$ cat src/rtl/adc_seq_pkg.sv
package adc_seq_pkg;
  localparam int SLOT_W = 4;
  localparam int CH_W   = 3;
  localparam logic [SLOT_W-1:0] SLOT_END = 4'b1001;

  typedef enum logic [1:0] {
    MODE_SINGLE = 2'b00,
    MODE_RSVD   = 2'b01,
    MODE_ONCE   = 2'b10,
    MODE_LOOP   = 2'b11
  } scan_mode_e;

  typedef enum logic [1:0] {
    TRIG_LOW  = 2'b00,
    TRIG_HIGH = 2'b01,
    TRIG_FALL = 2'b10,
    TRIG_RISE = 2'b11
  } trig_cond_e;

  typedef enum logic [1:0] {
    ST_IDLE  = 2'b00,
    ST_ISSUE = 2'b01,
    ST_WAIT  = 2'b10
  } seq_state_e;
endpackage

$ cat src/rtl/adc_trig_qual.sv
module adc_trig_qual
  import adc_seq_pkg::*;
#(
  parameter int SYNC_STAGES = 2,
  parameter int LEVEL_MIN   = 8,
  parameter int EDGE_MIN    = 4
) (
  input  logic       clk,
  input  logic       rst_n,
  input  logic       pin,
  input  logic       en,
  input  logic [1:0] cond,
  output logic       fire
);
  localparam int RUN_MAX = (LEVEL_MIN > EDGE_MIN) ? LEVEL_MIN : EDGE_MIN;
  localparam int RUN_W   = $clog2(RUN_MAX + 1);

  logic [SYNC_STAGES-1:0] sync_q;
  logic                   s;
  logic                   lvl_q;
  logic [RUN_W-1:0]       run_q;
  logic                   prev_ok_q;

  // synchroniser chain; s is the clean copy of the pin
  always_ff @(posedge clk or negedge rst_n) begin
    if (!rst_n) sync_q <= '0;
    else        sync_q <= {sync_q[SYNC_STAGES-2:0], pin};
  end
  assign s = sync_q[SYNC_STAGES-1];

  // run length of the current level, plus whether the previous run was long enough
  always_ff @(posedge clk or negedge rst_n) begin
    if (!rst_n) begin
      lvl_q     <= 1'b0;
      run_q     <= '0;
      prev_ok_q <= 1'b0;
    end else if (s != lvl_q) begin
      lvl_q     <= s;
      prev_ok_q <= (run_q >= RUN_W'(EDGE_MIN));
      run_q     <= RUN_W'(1);
    end else if (run_q != RUN_W'(RUN_MAX)) begin
      run_q <= run_q + 1'b1;
    end
  end

  trig_cond_e c;
  logic       target;
  logic       level_hit;
  logic       edge_hit;
  assign c         = trig_cond_e'(cond);
  assign target    = cond[0];
  assign level_hit = (lvl_q == target) && (run_q >= RUN_W'(LEVEL_MIN));
  assign edge_hit  = (s == lvl_q) && (lvl_q == target) && prev_ok_q &&
                     (run_q == RUN_W'(EDGE_MIN - 1));

  always_comb begin
    fire = 1'b0;
    if (en) begin
      case (c)
        TRIG_LOW, TRIG_HIGH: fire = level_hit;
        default:             fire = edge_hit;
      endcase
    end
  end

  AST_LEVEL_HELD: assert property (@(posedge clk) disable iff (!rst_n)
    (fire && !cond[1]) |-> ($past(s) == cond[0]));
  AST_EDGE_SETTLED: assert property (@(posedge clk) disable iff (!rst_n)
    (fire && cond[1]) |-> ((s == cond[0]) && ($past(s) == cond[0])));
endmodule

$ cat src/rtl/adc_slot_sel.sv
module adc_slot_sel
  import adc_seq_pkg::*;
#(
  parameter int NUM_SLOTS = 8,
  parameter int IW        = 3
) (
  input  logic [NUM_SLOTS*SLOT_W-1:0] list,
  input  logic [IW-1:0]               idx,
  output logic [CH_W-1:0]             chan,
  output logic                        cur_end,
  output logic                        nxt_end
);
  logic [SLOT_W-1:0] slots [NUM_SLOTS];
  logic [SLOT_W-1:0] code;
  logic [SLOT_W-1:0] code_nxt;

  for (genvar g = 0; g < NUM_SLOTS; g++) begin : g_slot
    assign slots[g] = list[g*SLOT_W +: SLOT_W];
  end

  // current slot and the slot after it; past the last slot reads as terminator
  always_comb begin
    code     = SLOT_END;
    code_nxt = SLOT_END;
    for (int k = 0; k < NUM_SLOTS; k++) begin
      if (idx == IW'(k)) code = slots[k];
      if (k > 0 && idx == IW'(k - 1)) code_nxt = slots[k];
    end
  end

  assign chan    = code[CH_W-1:0];
  assign cur_end = (code == SLOT_END);
  assign nxt_end = (code_nxt == SLOT_END);
endmodule

$ cat src/rtl/adc_seq_ctrl.sv
module adc_seq_ctrl
  import adc_seq_pkg::*;
#(
  parameter int NUM_SLOTS = 8
) (
  input  logic                        clk,
  input  logic                        rst_n,
  input  logic                        conv_en,
  input  logic [1:0]                  mode_in,
  input  logic [NUM_SLOTS*SLOT_W-1:0] list_in,
  input  logic                        go,
  input  logic                        stop,
  input  logic                        eoc_clr,
  input  logic                        irq_en,
  output logic                        busy,
  output logic [CH_W-1:0]             cur_chan,
  output logic                        eoc,
  output logic                        irq,
  output logic                        conv_valid,
  input  logic                        conv_ready,
  output logic [CH_W-1:0]             conv_chan,
  input  logic                        conv_done
);
  localparam int IDX_W  = $clog2(NUM_SLOTS);
  localparam int LIST_W = NUM_SLOTS * SLOT_W;

  seq_state_e        state_q;
  scan_mode_e        mode_q;
  logic [LIST_W-1:0] list_q;
  logic [IDX_W-1:0]  idx_q;
  logic              start_q;
  logic              eoc_q;
  logic [CH_W-1:0]   chan_q;

  logic [CH_W-1:0]   slot_chan;
  logic              cur_end;
  logic              nxt_end;

  adc_slot_sel #(.NUM_SLOTS(NUM_SLOTS), .IW(IDX_W)) u_sel (
    .list    (list_q),
    .idx     (idx_q),
    .chan    (slot_chan),
    .cur_end (cur_end),
    .nxt_end (nxt_end)
  );

  logic accept;
  logic pass_end;
  logic set_eoc;
  assign accept   = go && conv_en && (state_q == ST_IDLE) && !start_q &&
                    (scan_mode_e'(mode_in) != MODE_RSVD);
  assign pass_end = (mode_q == MODE_SINGLE) || nxt_end;
  assign set_eoc  = (state_q == ST_WAIT) && conv_done && pass_end;

  assign conv_valid = (state_q == ST_ISSUE) && !cur_end;
  assign conv_chan  = slot_chan;

  always_ff @(posedge clk or negedge rst_n) begin
    if (!rst_n) begin
      state_q <= ST_IDLE;
      mode_q  <= MODE_SINGLE;
      list_q  <= '0;
      idx_q   <= '0;
      start_q <= 1'b0;
      chan_q  <= '0;
    end else begin
      case (state_q)
        ST_IDLE: begin
          if (accept) begin
            start_q <= 1'b1;
            mode_q  <= scan_mode_e'(mode_in);
            list_q  <= list_in;
            idx_q   <= '0;
            state_q <= ST_ISSUE;
          end
        end
        ST_ISSUE: begin
          if (cur_end) begin
            start_q <= 1'b0;
            state_q <= ST_IDLE;
          end else if (conv_ready) begin
            chan_q  <= slot_chan;
            state_q <= ST_WAIT;
          end
        end
        ST_WAIT: begin
          if (conv_done) begin
            if (pass_end) begin
              if (mode_q == MODE_LOOP && start_q && !stop) begin
                idx_q   <= '0;
                state_q <= ST_ISSUE;
              end else begin
                start_q <= 1'b0;
                state_q <= ST_IDLE;
              end
            end else if (!start_q || stop) begin
              start_q <= 1'b0;
              state_q <= ST_IDLE;
            end else begin
              idx_q   <= idx_q + 1'b1;
              state_q <= ST_ISSUE;
            end
          end
        end
        default: state_q <= ST_IDLE;
      endcase
      if (stop) start_q <= 1'b0;
    end
  end

  always_ff @(posedge clk or negedge rst_n) begin
    if (!rst_n)       eoc_q <= 1'b0;
    else if (set_eoc) eoc_q <= 1'b1;
    else if (eoc_clr) eoc_q <= 1'b0;
  end

  assign busy     = start_q;
  assign cur_chan = chan_q;
  assign eoc      = eoc_q;
  assign irq      = eoc_q && irq_en;

  AST_REQ_HOLD: assert property (@(posedge clk) disable iff (!rst_n)
    (conv_valid && !conv_ready) |=> (conv_valid && $stable(conv_chan)));
  AST_EOC_FROM_DONE: assert property (@(posedge clk) disable iff (!rst_n)
    $rose(eoc) |-> $past(conv_done));
  AST_START_NEEDS_EN: assert property (@(posedge clk) disable iff (!rst_n)
    $rose(busy) |-> $past(conv_en));
  AST_SINGLE_ENDS: assert property (@(posedge clk) disable iff (!rst_n)
    (state_q == ST_WAIT && mode_q == MODE_SINGLE && conv_done) |=> !busy);
endmodule

$ cat src/rtl/adc_scan_seq.sv
module adc_scan_seq
  import adc_seq_pkg::*;
#(
  parameter int NUM_SLOTS   = 8,
  parameter int SYNC_STAGES = 2,
  parameter int LEVEL_MIN   = 8,
  parameter int EDGE_MIN    = 4
) (
  input  logic                        clk,
  input  logic                        rst_n,
  input  logic                        conv_en,
  input  logic [1:0]                  scan_mode,
  input  logic [NUM_SLOTS*SLOT_W-1:0] chan_list,
  input  logic                        sw_go,
  input  logic                        sw_stop,
  input  logic                        trig_en,
  input  logic [1:0]                  trig_cond,
  input  logic                        trig_pin,
  input  logic                        eoc_clr,
  input  logic                        irq_en,
  output logic                        busy,
  output logic [CH_W-1:0]             cur_chan,
  output logic                        eoc,
  output logic                        irq,
  output logic                        conv_valid,
  input  logic                        conv_ready,
  output logic [CH_W-1:0]             conv_chan,
  input  logic                        conv_done
);
  logic trig_fire;

  adc_trig_qual #(
    .SYNC_STAGES (SYNC_STAGES),
    .LEVEL_MIN   (LEVEL_MIN),
    .EDGE_MIN    (EDGE_MIN)
  ) u_trig (
    .clk  (clk),
    .rst_n(rst_n),
    .pin  (trig_pin),
    .en   (trig_en),
    .cond (trig_cond),
    .fire (trig_fire)
  );

  adc_seq_ctrl #(.NUM_SLOTS(NUM_SLOTS)) u_ctrl (
    .clk       (clk),
    .rst_n     (rst_n),
    .conv_en   (conv_en),
    .mode_in   (scan_mode),
    .list_in   (chan_list),
    .go        (sw_go || trig_fire),
    .stop      (sw_stop),
    .eoc_clr   (eoc_clr),
    .irq_en    (irq_en),
    .busy      (busy),
    .cur_chan  (cur_chan),
    .eoc       (eoc),
    .irq       (irq),
    .conv_valid(conv_valid),
    .conv_ready(conv_ready),
    .conv_chan (conv_chan),
    .conv_done (conv_done)
  );
endmodule

$ cat config.mk
export PLATFORM = sky130hd
export DESIGN_NAME = adc_scan_seq
export DESIGN_NICKNAME = d
export VERILOG_FILES = /design/src/rtl/adc_seq_pkg.sv /design/src/rtl/adc_trig_qual.sv /design/src/rtl/adc_slot_sel.sv /design/src/rtl/adc_seq_ctrl.sv /design/src/rtl/adc_scan_seq.sv
export SDC_FILE = /design/constraint.sdc
export NUM_CORES = 1
export LEC_CHECK = 0
export BUFFER_PORTS_ARGS = -buffer_cell sky130_fd_sc_hd__buf_4
export CORE_UTILIZATION = 55
export DETAILED_ROUTE_END_ITERATION = 16
export PLACE_DENSITY = 0.87
export SLEW_MARGIN = 40
export SYNTH_ARGS = -nofsm -noshare
export SYNTH_HDL_FRONTEND = slang
export SYNTH_HIERARCHICAL = 1
export SYNTH_SLANG_ARGS = --single-unit
$ cat constraint.sdc
create_clock -name clk -period 3.5 [get_ports clk]
set_input_delay 0.175 -clock clk [delete_from_list [all_inputs] [get_ports clk]]
set_output_delay 0.175 -clock clk [all_outputs]
set_load 0.02 [all_outputs]
# Word-level counts from Yosys, hierarchy flattened
# Cells that the tools add are included.
dict set report totals {
  register_bits 52
  out_inout_bits 10
  in_bits 47
  word_cells 122
}
dict set report op_classes {
  magnitude_cmp 2
  bitwise_logic 1
  n_mux 43
  addsub 2
  n_reduce_logical 34
  eq_ne 29
}
# cell count
set ops {}
lappend ops {{2-to-1 mux 4 bit} 17}
lappend ops {{2-to-1 mux 3 bit} 5}
lappend ops {{logical AND 1 bit} 14}
lappend ops {{2-to-1 mux 1 bit} 13}
lappend ops {{equality test 3 bit, second input constant} 4}
lappend ops {{inequality test 3 x 2 -> 1 bit, second input constant} 4}
lappend ops {{2-to-1 mux 2 bit} 5}
lappend ops {{equality test 4 bit, second input constant} 2}
lappend ops {{inequality test 4 bit, second input constant} 2}
lappend ops {{equality test 3 x 2 -> 1 bit, second input constant} 2}
lappend ops {{zero test 2 bit} 3}
lappend ops {{inequality test 3 bit, second input constant} 2}
lappend ops {{one-hot mux 2 bit (3 select lines)} 1}
lappend ops {{one-hot mux 3 bit (2 select lines)} 1}
lappend ops {{AND reduction 3 bit} 2}
lappend ops {{AND reduction 6 bit} 1}
lappend ops {{nonzero test 2 bit} 3}
lappend ops {{AND reduction 5 bit} 1}
lappend ops {{adder 4 x 1 -> 4 bit, second input constant} 1}
lappend ops {{equality test 2 x 1 -> 1 bit, second input constant} 2}
lappend ops {{equality test 2 bit, second input constant} 2}
lappend ops {{equality test 4 x 2 -> 1 bit, second input constant} 1}
lappend ops {{greater-or-equal comparator 4 x 3 -> 1 bit, second input constant} 1}
lappend ops {{greater-or-equal comparator 4 bit, second input constant} 1}
lappend ops {{other kinds (15)} 21}

# Longest topological paths before layout
# Gate-level depths: netlist of run 1.
dict set report logic_depth {
  depth_word 14
  mapped_depth 12
  mapped_depth_nobuf 10
}

# Cells and area by module
# The synthesis of run 1 kept the hierarchy.
# mod instances area_per_inst_um2 seq_area_each_um2 cells_each
set modules_own_cells {}
lappend modules_own_cells {adc_seq_ctrl 1 1955.6 1101.1 133}
lappend modules_own_cells {adc_slot_sel 1 466.7 0.0 58}
lappend modules_own_cells {adc_trig_qual 1 376.6 200.2 33}
lappend modules_own_cells {adc_scan_seq 1 6.3 0.0 1}

# Least setup slack after synthesis of run 1
# No wires, ideal clock.
dict set report synth_timing {
  path_type {reg2reg}
  startpoint {register u_ctrl.idx_q[1]}
  endpoint {register u_ctrl.start_q (netlist: u_ctrl/busy)}
  n_path_buf 1
  slack_ns 0.850
  path_stages_with_launch 11
  arrival_time_ns 2.525
  setup_ns 0.125
  t_required_ns 3.375
  period_less_slack_ns 2.650
  cell_sequence {dfrtp_1 -> buf_4 -> mux2_2 -> o22ai_1 -> a221oi_1 -> nor4b_2 -> nand2b_1 -> inv_1 -> nor2_1 -> o2111ai_2 -> mux2_4}
}
dict set report synth_between {
  word_cells_on_any_way 34
  classes_between {eq/ne (12); mux (19); reduce/logical (3)}
}
# element line_no
set synth_rtl {}
lappend synth_rtl {{start, declared} adc_seq_ctrl.sv:30} ;# logic [IDX_W-1:0] idx_q;
lappend synth_rtl {{start signal, assigned} adc_seq_ctrl.sv:100} ;# idx_q <= idx_q + 1'b1;
lappend synth_rtl {{zero test 3 bit} adc_slot_sel.sv:26} ;# if (idx == IW'(k)) code = slots[k];
lappend synth_rtl {{2-to-1 mux 4 bit (7 in a row)} adc_slot_sel.sv:26}
lappend synth_rtl {{2-to-1 mux 4 bit (*)} adc_slot_sel.sv:26}
lappend synth_rtl {{via conv_chan[1]} adc_scan_seq.sv:27} ;# output logic [CH_W-1:0] conv_chan,
lappend synth_rtl {{equality test 4 bit (*)} adc_slot_sel.sv:32} ;# assign cur_end = (code == SLOT_END);
lappend synth_rtl {{via u_ctrl.cur_end} adc_seq_ctrl.sv:36} ;# logic cur_end;
lappend synth_rtl {{inequality test 3 x 2 -> 1 bit (no line) (*)} -}
lappend synth_rtl {{AND reduction 6 bit (no line) (*)} -}
lappend synth_rtl {{end signal, assigned} adc_seq_ctrl.sv:64} ;# start_q <= 1'b0;
lappend synth_rtl {{end signal, assigned} adc_seq_ctrl.sv:70} ;# start_q <= 1'b1;
lappend synth_rtl {{end signal, assigned} adc_seq_ctrl.sv:79} ;# start_q <= 1'b0;
lappend synth_rtl {{end, declared} adc_seq_ctrl.sv:31} ;# logic start_q;
# The timed path passes the listed nets; every way through them passes the cells marked *. The select of a mux whose other input is x is not followed.
# A chain may end at the register's enable or synchronous reset.

# Final worst setup path of run 1
dict set report layout_timing {
  startpoint {register u_ctrl.idx_q[1]}
  endpoint {register u_ctrl.start_q (netlist: u_ctrl/busy)}
}
dict set report layout_between {
  word_cells_on_any_way 34
  classes_between {eq/ne (12); mux (19); reduce/logical (3)}
}
# element line_no
set layout_rtl {}
lappend layout_rtl {{zero test 3 bit} adc_slot_sel.sv:26}
lappend layout_rtl {{2-to-1 mux 4 bit (7 in a row)} adc_slot_sel.sv:26}
lappend layout_rtl {{2-to-1 mux 4 bit (*)} adc_slot_sel.sv:26}
lappend layout_rtl {{equality test 4 bit (*)} adc_slot_sel.sv:32}
lappend layout_rtl {{via u_ctrl.cur_end} adc_seq_ctrl.sv:36}
lappend layout_rtl {{inequality test 3 x 2 -> 1 bit (no line) (*)} -}
lappend layout_rtl {{AND reduction 6 bit (no line) (*)} -}
# Marks and branches as above.

==> results of run 1 <==
[final cells by class]
type	count	area, um^2
inverter	10	37.54
timing repair buffer	59	447.9
clock buffer	8	90.09
tap	67	83.83
sequential	52	1301
multi-input combinational	153	1359
fill	383	1498
[metrics by stage]
stage / worst slack [ns] / area, um^2 / cells
final: 0.7690 / 3319 / 349
after CTS: 0.7527 / 3319 / 349
after global placement: 0.8304 / 3209 / 339
after global routing: 0.4648 / 3319 / 349
after floorplan: 0.8495 / 2805 / 225
after detailed placement: 0.7699 / 3209 / 339
[sequential cells by signal, summed over array words and instances (netlist names)]
signal,cells
u_ctrl/list_q,32
u_trig/prev_ok_q,1
u_ctrl/busy,1
u_ctrl/eoc,1
u_ctrl/state_q,2
u_trig/sync_q,2
u_trig/lvl_q,1
u_trig/run_q,4
u_ctrl/cur_chan,3
u_ctrl/mode_q,2
u_ctrl/idx_q,3
[worst min-delay path by stage]
stage,end,depth (start not counted),start
after CTS,u_ctrl/eoc,2,eoc_clr
after detailed placement,u_ctrl/state_q[0],1,rst_n
after floorplan,u_ctrl/busy,0,rst_n
final,u_ctrl/eoc,2,eoc_clr
after global placement,u_ctrl/busy,1,rst_n
after global routing,u_ctrl/eoc,2,eoc_clr
[cell usage in the layout, fill, tap and decap left out, types with 2 or more instances in the layout]
cell type                       instances
sky130_fd_sc_hd__and3_1                 2
sky130_fd_sc_hd__o211ai_1               3
sky130_fd_sc_hd__a21oi_1                7
sky130_fd_sc_hd__clkbuf_1               2
sky130_fd_sc_hd__xnor2_1                2
sky130_fd_sc_hd__nand2_1               10
sky130_fd_sc_hd__clkbuf_8               6
sky130_fd_sc_hd__inv_1                 10
sky130_fd_sc_hd__nor2_1                14
sky130_fd_sc_hd__mux2_4                 2
sky130_fd_sc_hd__nand4_1                3
sky130_fd_sc_hd__dlygate4sd3_1          2
sky130_fd_sc_hd__nor3_1                 3
sky130_fd_sc_hd__mux4_2                 4
sky130_fd_sc_hd__mux2i_1                7
sky130_fd_sc_hd__a2111oi_0              2
sky130_fd_sc_hd__o21ai_1                2
sky130_fd_sc_hd__buf_4                 57
sky130_fd_sc_hd__mux2_2                39
sky130_fd_sc_hd__nor2b_1                3
sky130_fd_sc_hd__dfrtp_1               52
sky130_fd_sc_hd__nand3_1                4
sky130_fd_sc_hd__nor3b_1                2
sky130_fd_sc_hd__nand3b_1               2
sky130_fd_sc_hd__nand2b_1               4
sky130_fd_sc_hd__and2_1                 2
sky130_fd_sc_hd__ha_1                   7
sky130_fd_sc_hd__nand4b_1               2
sky130_fd_sc_hd__o22ai_1                2
[per-layer routing]
| metal | wire [um] | up-vias | global-route usage, % |
|---|---|---|---|
| li1 | - | 937 | - |
| met1 | 2400 | 965 | 29.41 |
| met2 | 2707 | 49 | 36.93 |
| met3 | 263 | 7 | 5.487 |
| met4 | 90 | 0 | 7.692 |
| met5 | 0 | - | 0 |
[worst reg2reg max path, cell delays in order, from the launching register on]
cell and delay (ns):
sky130_fd_sc_hd__dfrtp_1 0.66, sky130_fd_sc_hd__buf_4 0.28, sky130_fd_sc_hd__mux2_2 0.35, sky130_fd_sc_hd__o22ai_1 0.12, sky130_fd_sc_hd__a221oi_1 0.15, sky130_fd_sc_hd__nor4b_2 0.27
sky130_fd_sc_hd__nand2b_1 0.16, sky130_fd_sc_hd__inv_1 0.09, sky130_fd_sc_hd__nor2_1 0.13, sky130_fd_sc_hd__o2111ai_2 0.12, sky130_fd_sc_hd__mux2_4 0.31
[power breakdown]
group / internal, mW / switching [mW]
Clock: 0.161 / 0.182
Combinational: 0.498 / 0.381
Sequential: 0.848 / 0.225
Total: 1.51 / 0.788
[cell families after synthesis]
group | count (synthesis) | synth area share, %
compound gates | 33 | 9.367
xor+xnor | 4 | 1.517
fa+ha+maj | 7 | 3.122
buf+inv | 20 | 5.174
flops | 52 | 46.39
mux | 53 | 23.37
simple gates | 56 | 11.06
==> impl_metrics.xml, run 1 <==
<?xml version="1.0" encoding="UTF-8"?>
<metrics>
  <group name="outcome">
    <metric name="outcome" unit="">finished, final reports clean</metric>
  </group>
  <group name="die">
    <metric name="area_enclosed_by_the_die_boundary" unit="mm^2">0.005390</metric>
    <metric name="initial_util" unit="%">58.23</metric>
    <metric name="dieWidth" unit="um">73.42</metric>
    <metric name="die_h" unit="um">73.42</metric>
    <metric name="placeableCoreArea" unit="mm^2">0.004817</metric>
    <metric name="top_level_ports" unit="">57</metric>
    <metric name="std_cell_rows" unit="">25</metric>
  </group>
  <group name="synthesis">
    <metric name="synth.lib_cells_used.distinct" unit="">56</metric>
    <metric name="synth.area.top_cells" unit="">sky130_fd_sc_hd__dfrtp_1 (46%), sky130_fd_sc_hd__mux2_2 (16%), sky130_fd_sc_hd__mux4_2 (3.2%)</metric>
    <metric name="synth_most_common_cell" unit="">sky130_fd_sc_hd__dfrtp_1</metric>
    <metric name="synth.avg_cell_area" unit="um^2">12.47</metric>
    <metric name="synth_ff_type" unit="">sky130_fd_sc_hd__dfrtp_1</metric>
    <metric name="synth_seq_area_share" unit="%">46.39</metric>
    <metric name="synth-edff-count" unit="">0</metric>
    <metric name="number_of_storage_elements_in_the_synthesis_netlist" unit="">52</metric>
    <metric name="synth_fp_nets" unit="">279</metric>
    <metric name="synth.cell_area" unit="mm^2">0.002805</metric>
    <metric name="synthDominantAreaCellType" unit="">sky130_fd_sc_hd__dfrtp_1</metric>
    <metric name="yosysTopAreaCellShare" unit="%">46.39</metric>
    <metric name="ys_async_rst_share" unit="%">100.0</metric>
    <metric name="synth.top_cells.by_count" unit="">sky130_fd_sc_hd__dfrtp_1 (52), sky130_fd_sc_hd__mux2_2 (39), sky130_fd_sc_hd__nor2_1 (14)</metric>
    <metric name="postSynthCellCount" unit="">225</metric>
    <metric name="synth_warnings" unit="">6</metric>
  </group>
  <group name="detailed_routing">
    <metric name="wire_per_inst" unit="um">15.65</metric>
    <metric name="drtPass1Iterations" unit="">4</metric>
    <metric name="dr.first_iter.drc_count" unit="">209</metric>
    <metric name="detail-route-antenna-nets" unit="">0</metric>
    <metric name="route.detailed.vias_per_inst" unit="">5.610</metric>
    <metric name="vias" unit="">1958</metric>
    <metric name="routed_wl" unit="mm">5.461</metric>
    <metric name="route.detailed.drc" unit="">0</metric>
  </group>
  <group name="global_routing">
    <metric name="grt_antenna_before_repair" unit="">0</metric>
    <metric name="grt_usage" unit="%">22.53</metric>
    <metric name="maximum_number_of_pins_on_one_net_before_global_route_repair" unit="">53</metric>
    <metric name="first_pass_grt_wire_length" unit="mm">9.149</metric>
    <metric name="grt.overflow.total" unit="">0</metric>
    <metric name="grt_pass1_vias" unit="">1978</metric>
  </group>
  <group name="sta">
    <metric name="fin_crit_sh" unit="%">78.03</metric>
    <metric name="finalHoldViolCount" unit="">0</metric>
    <metric name="rsz0062_at_grt" unit="">false</metric>
    <metric name="max-slew-margin-rel" unit="%">57.22</metric>
    <metric name="final-setup-viol-count" unit="">0</metric>
    <metric name="worst_clock_skew" unit="ns">0.01070</metric>
    <metric name="tightestPinTransition" unit="ns">0.6417</metric>
    <metric name="slew_viol_final" unit="">0</metric>
    <metric name="max_freq" unit="MHz">366.2</metric>
    <metric name="period_minus_slack" unit="ns">2.731</metric>
    <metric name="fin_setup_tns" unit="ns">0</metric>
    <metric name="whs" unit="ns">0.04664</metric>
  </group>
  <group name="clocking">
    <metric name="cts_made_buffers" unit="">5</metric>
    <metric name="ctsResizeCount" unit="">0</metric>
    <metric name="clk_path_buf_depth" unit="">2</metric>
    <metric name="htree_levels" unit="">2</metric>
    <metric name="clock-root-buffer" unit="">sky130_fd_sc_hd__clkbuf_8</metric>
    <metric name="worst_skew_pair.late_latency" unit="ns">0.31</metric>
    <metric name="cts_tree" unit="">built</metric>
    <metric name="cts.reportedPaths.clkPinSlew" unit="ns">0.09</metric>
    <metric name="count_of_buffers_added_by_post_cts_timing_repair_for_setup" unit="">0</metric>
    <metric name="cts_hold_buffers" unit="">2</metric>
    <metric name="clock-sinks" unit="">52</metric>
  </group>
  <group name="worst_setup_path">
    <metric name="critical_path_cell_by_cell" unit="">buf_4, mux2_2, o22ai_1, a221oi_1, nor4b_2, nand2b_1, inv_1, nor2_1, o2111ai_2, mux2_4</metric>
    <metric name="critPathSlowestCell" unit="">sky130_fd_sc_hd__dfrtp_1</metric>
    <metric name="critPathKind" unit="">flip-flop to flip-flop</metric>
    <metric name="critical_path_cell_count" unit="">10</metric>
    <metric name="crit_path_max_incr_delay" unit="ns">0.66</metric>
    <metric name="critical_path_buf_inv_count" unit="">2</metric>
    <metric name="r2r_setup_slack" unit="ns">0.77</metric>
    <metric name="worstPathMaxFanout" unit="">15</metric>
    <metric name="crit_arrival" unit="ns">2.93</metric>
    <metric name="critical-path-top-delay-family" unit="">flip-flops</metric>
    <metric name="critical_path.endpoint" unit="">u_ctrl/busy</metric>
    <metric name="critical_path_required" unit="ns">3.70</metric>
    <metric name="ff2ff_path_depth" unit="">10</metric>
    <metric name="regToRegStartpoint" unit="">u_ctrl/idx_q[1]</metric>
    <metric name="cp-end-kind" unit="">flip-flop</metric>
    <metric name="crit_start" unit="">u_ctrl/idx_q[1]</metric>
    <metric name="worst_setup_path_start_kind" unit="">flip-flop</metric>
    <metric name="rr_endpoint" unit="">u_ctrl/busy</metric>
  </group>
  <group name="final_layout">
    <metric name="layout-area-overhead-vs-synth" unit="%">18.33</metric>
    <metric name="postLayoutCoreUtil" unit="%">68.91</metric>
    <metric name="antenna_cells_inserted" unit="">0</metric>
    <metric name="share_of_layout_cells_above_drive_strength_1" unit="%">41.49</metric>
    <metric name="nets" unit="">335</metric>
  </group>
  <group name="job">
    <metric name="max_cap_violations" unit="">0</metric>
  </group>
  <group name="worst_hold_path">
    <metric name="timing.hold.worst.class" unit="">input pin to flip-flop</metric>
  </group>
  <group name="placed_design">
    <metric name="gp_congestion" unit="">0.9315</metric>
    <metric name="hpwlAfterDp" unit="mm">4.026</metric>
    <metric name="io_buffer_count" unit="">56</metric>
  </group>
  <group name="power_and_ir_drop">
    <metric name="static-leakage-power" unit="nW">1.488</metric>
    <metric name="totalPowerFinal" unit="mW">2.295</metric>
    <metric name="p_per_cell_area" unit="mW/mm^2">691.5</metric>
    <metric name="ir_worst_vdd" unit="V">0.0004058</metric>
  </group>
</metrics>
No activity file was read; power rests on OpenSTA's default activity.
==> run 2, diff against run 1 <==
--- a/config.mk
+++ b/config.mk
@@ -6,9 +6,9 @@
 export NUM_CORES = 1
 export LEC_CHECK = 0
 export BUFFER_PORTS_ARGS = -buffer_cell sky130_fd_sc_hd__buf_4
-export CORE_UTILIZATION = 55
+export CORE_UTILIZATION = 49
 export DETAILED_ROUTE_END_ITERATION = 16
-export PLACE_DENSITY = 0.87
+export PLACE_DENSITY = 0.82
 export SLEW_MARGIN = 40
 export SYNTH_ARGS = -nofsm -noshare
 export SYNTH_HDL_FRONTEND = slang
==> constraint.sdc (replaced) <==
create_clock -name clk -period 2.2 [get_ports clk]
set_input_delay 0.11 -clock clk [delete_from_list [all_inputs] [get_ports clk]]
set_output_delay 0.11 -clock clk [all_outputs]
set_load 0.02 [all_outputs]
==> impl_metrics.xml, run 2 (synthesis results as in run 1) <==
<?xml version="1.0" encoding="UTF-8"?>
<metrics>
  <group name="outcome">
    <metric name="outcome" unit="">finished with violations</metric>
    <metric name="violated_checks" unit="">setup timing</metric>
  </group>
  <group name="worst_hold_path">
    <metric name="hold-path-cell-count" unit="">2</metric>
    <metric name="worst_hold_startpoint" unit="">chan_list[1]</metric>
    <metric name="timing.hold.worst.class" unit="">input pin to flip-flop</metric>
  </group>
  <group name="global_routing">
    <metric name="use_met3" unit="%">6.235</metric>
    <metric name="first_pass_grt_wire_length" unit="mm">11.74</metric>
    <metric name="groute.layer.met2.usage" unit="%">44.60</metric>
    <metric name="maximum_number_of_pins_on_one_net_before_global_route_repair" unit="">53</metric>
    <metric name="top_usage_layer" unit="">met2</metric>
    <metric name="groute.layer.met1.usage" unit="%">31.16</metric>
    <metric name="grt.overflow.total" unit="">0</metric>
    <metric name="grt_usage" unit="%">25.73</metric>
    <metric name="grt_antenna_before_repair" unit="">0</metric>
    <metric name="grt_pass1_vias" unit="">2387</metric>
  </group>
  <group name="worst_setup_path">
    <metric name="critical_path_required" unit="ns">2.40</metric>
    <metric name="crit_arrival" unit="ns">2.63</metric>
    <metric name="regToRegStartpoint" unit="">u_ctrl/idx_q[1]</metric>
    <metric name="critPathKind" unit="">flip-flop to flip-flop</metric>
    <metric name="worst_setup_path_start_kind" unit="">flip-flop</metric>
    <metric name="crit_start" unit="">u_ctrl/idx_q[1]</metric>
    <metric name="ff2ff_path_depth" unit="">10</metric>
    <metric name="cp-end-kind" unit="">flip-flop</metric>
    <metric name="worstPathMaxFanout" unit="">15</metric>
  </group>
  <group name="detailed_routing">
    <metric name="detail-route-antenna-nets" unit="">0</metric>
    <metric name="route.detailed.vias_per_inst" unit="">5.653</metric>
    <metric name="vias" unit="">2267</metric>
    <metric name="route.detailed.drc" unit="">0</metric>
    <metric name="drtPass1Iterations" unit="">4</metric>
    <metric name="dr.first_iter.drc_count" unit="">99</metric>
    <metric name="wire_per_inst" unit="um">18.25</metric>
    <metric name="routed_wl" unit="mm">7.320</metric>
  </group>
  <group name="sta">
    <metric name="max-slew-margin-rel" unit="%">56.55</metric>
    <metric name="final-setup-viol-count" unit="">31</metric>
    <metric name="fin_setup_tns" unit="ns">-1.405</metric>
    <metric name="max_freq" unit="MHz">411.0</metric>
    <metric name="rsz0062_at_grt" unit="">true</metric>
    <metric name="period_minus_slack" unit="ns">2.433</metric>
    <metric name="tightestPinTransition" unit="ns">0.6518</metric>
    <metric name="worst_clock_skew" unit="ns">0.01079</metric>
    <metric name="fin_crit_sh" unit="%">110.6</metric>
    <metric name="finalHoldViolCount" unit="">0</metric>
    <metric name="slew_viol_final" unit="">0</metric>
    <metric name="fin_ws" unit="ns">-0.2329</metric>
  </group>
  <group name="clocking">
    <metric name="clock-root-buffer" unit="">sky130_fd_sc_hd__clkbuf_8</metric>
    <metric name="cts_made_buffers" unit="">5</metric>
    <metric name="htree_levels" unit="">2</metric>
    <metric name="worst_skew_pair.late_latency" unit="ns">0.31</metric>
    <metric name="clk_path_buf_depth" unit="">2</metric>
    <metric name="cts.reportedPaths.clkPinSlew" unit="ns">0.10</metric>
    <metric name="cts_tree" unit="">built</metric>
    <metric name="clock-sinks" unit="">52</metric>
  </group>
  <group name="placed_design">
    <metric name="gp_congestion" unit="">0.9122</metric>
    <metric name="io_buffer_count" unit="">56</metric>
    <metric name="hpwlAfterDp" unit="mm">4.464</metric>
  </group>
  <group name="final_layout">
    <metric name="most-common-layout-cells" unit="">sky130_fd_sc_hd__buf_4 (91), sky130_fd_sc_hd__dfrtp_1 (49), sky130_fd_sc_hd__mux2_4 (36), sky130_fd_sc_hd__nor2_1 (11), sky130_fd_sc_hd__inv_1 (9)</metric>
    <metric name="antenna_cells_inserted" unit="">0</metric>
    <metric name="layout-area-overhead-vs-synth" unit="%">44.34</metric>
    <metric name="nets" unit="">382</metric>
    <metric name="mostFrequentLayoutCell" unit="">sky130_fd_sc_hd__buf_4</metric>
    <metric name="top_register" unit="">u_ctrl/list_q</metric>
    <metric name="postLayoutCoreUtil" unit="%">73.53</metric>
    <metric name="biggestRegsByFlops" unit="">u_ctrl/list_q (32), u_trig/run_q (4)</metric>
    <metric name="share_of_layout_cells_above_drive_strength_1" unit="%">55.02</metric>
    <metric name="number_of_flip_flops_under_the_largest_register_name" unit="">32</metric>
  </group>
  <group name="die">
    <metric name="area_enclosed_by_the_die_boundary" unit="mm^2">0.006031</metric>
    <metric name="top_level_ports" unit="">57</metric>
    <metric name="initial_util" unit="%">50.94</metric>
    <metric name="std_cell_rows" unit="">27</metric>
    <metric name="die_h" unit="um">77.66</metric>
    <metric name="dieWidth" unit="um">77.66</metric>
    <metric name="placeableCoreArea" unit="mm^2">0.005507</metric>
  </group>
  <group name="power_and_ir_drop">
    <metric name="static-leakage-power" unit="nW">1.895</metric>
    <metric name="ir_worst_vdd" unit="V">0.0007939</metric>
    <metric name="p_per_cell_area" unit="mW/mm^2">1140</metric>
  </group>
  <group name="job">
    <metric name="max_cap_violations" unit="">0</metric>
  </group>
</metrics>
-- run 2: metrics by stage --
step                power, mW  instances  hold WS, ns  instance area (um^2)  setup slack, ns
global route            4.863        401      0.01448                  4049          -0.3202
floorplan               2.737        225      -0.1856                  2850          -0.1049
finish                  4.617        401      0.02155                  4049          -0.2329
global placement        3.375        375       0.1777                  3512          -0.1506
detailed placement      3.441        375       0.1758                  3512          -0.1618
CTS                     4.460        396      0.01976                  3976          -0.1460
-- run 2: timing repair --
| action | in CTS | in global routing |
|---|---|---|
| gates cloned | 1 | 0 |
| gates resized for setup | 54 | 9 |
| buffers inserted | 9 | 8 |
| endpoints found under the setup margin | 42 | 44 |
| hold endpoints to repair | 54 | 0 |
| pin swaps | 12 | 8 |
| hold buffers | 3 | 0 |
-- run 2: worst paths after layout --
path                                         end  slack, ns
worst min-delay path            u_ctrl/list_q[1]       0.02
min in group asynchronous           u_trig/lvl_q       0.35
worst max register to register       u_ctrl/busy      -0.23
max in group asynchronous        u_ctrl/idx_q[0]       1.36
worst max-delay path                 u_ctrl/busy      -0.23
worst min register to register  u_trig/sync_q[1]       0.36
-- run 2: per-layer routing --
layer / vias to the layer above / wire, um / share of wire [%]
li1: 1024 / - / -
met1: 1113 / 2901 / 40
met2: 108 / 3740 / 51
met3: 22 / 512 / 7.0
met4: 0 / 167 / 2.3
met5: - / 0 / 0
-- run 2: layout make-up --
class	instances	area, um^2
clock buffer	5	68.82
clock inverter	3	42.54
fill	356	1458
inverter	10	40.04
multi-input combinational	153	1594
sequential	52	1305
tap	72	90.09
timing repair buffer	106	908.4
-- run 2: where the power goes --
group          leakage, nW  switching, mW  internal [mW]
Clock               0.0541          0.319          0.337
Combinational         1.21          0.894           1.37
Sequential           0.629          0.347           1.35
-- run 2: worst max-delay path, stage by stage (launching register included) --
cell	delay (ns)
sky130_fd_sc_hd__dfrtp_2	0.47
sky130_fd_sc_hd__buf_6	0.18
sky130_fd_sc_hd__nor3_1	0.24
sky130_fd_sc_hd__nand3_1	0.12
sky130_fd_sc_hd__nand2_1	0.07
sky130_fd_sc_hd__o21ai_1	0.07
sky130_fd_sc_hd__o21ai_1	0.19
sky130_fd_sc_hd__o21ba_4	0.20
sky130_fd_sc_hd__o211ai_1	0.27
sky130_fd_sc_hd__o2111ai_2	0.18
sky130_fd_sc_hd__mux2_4	0.32
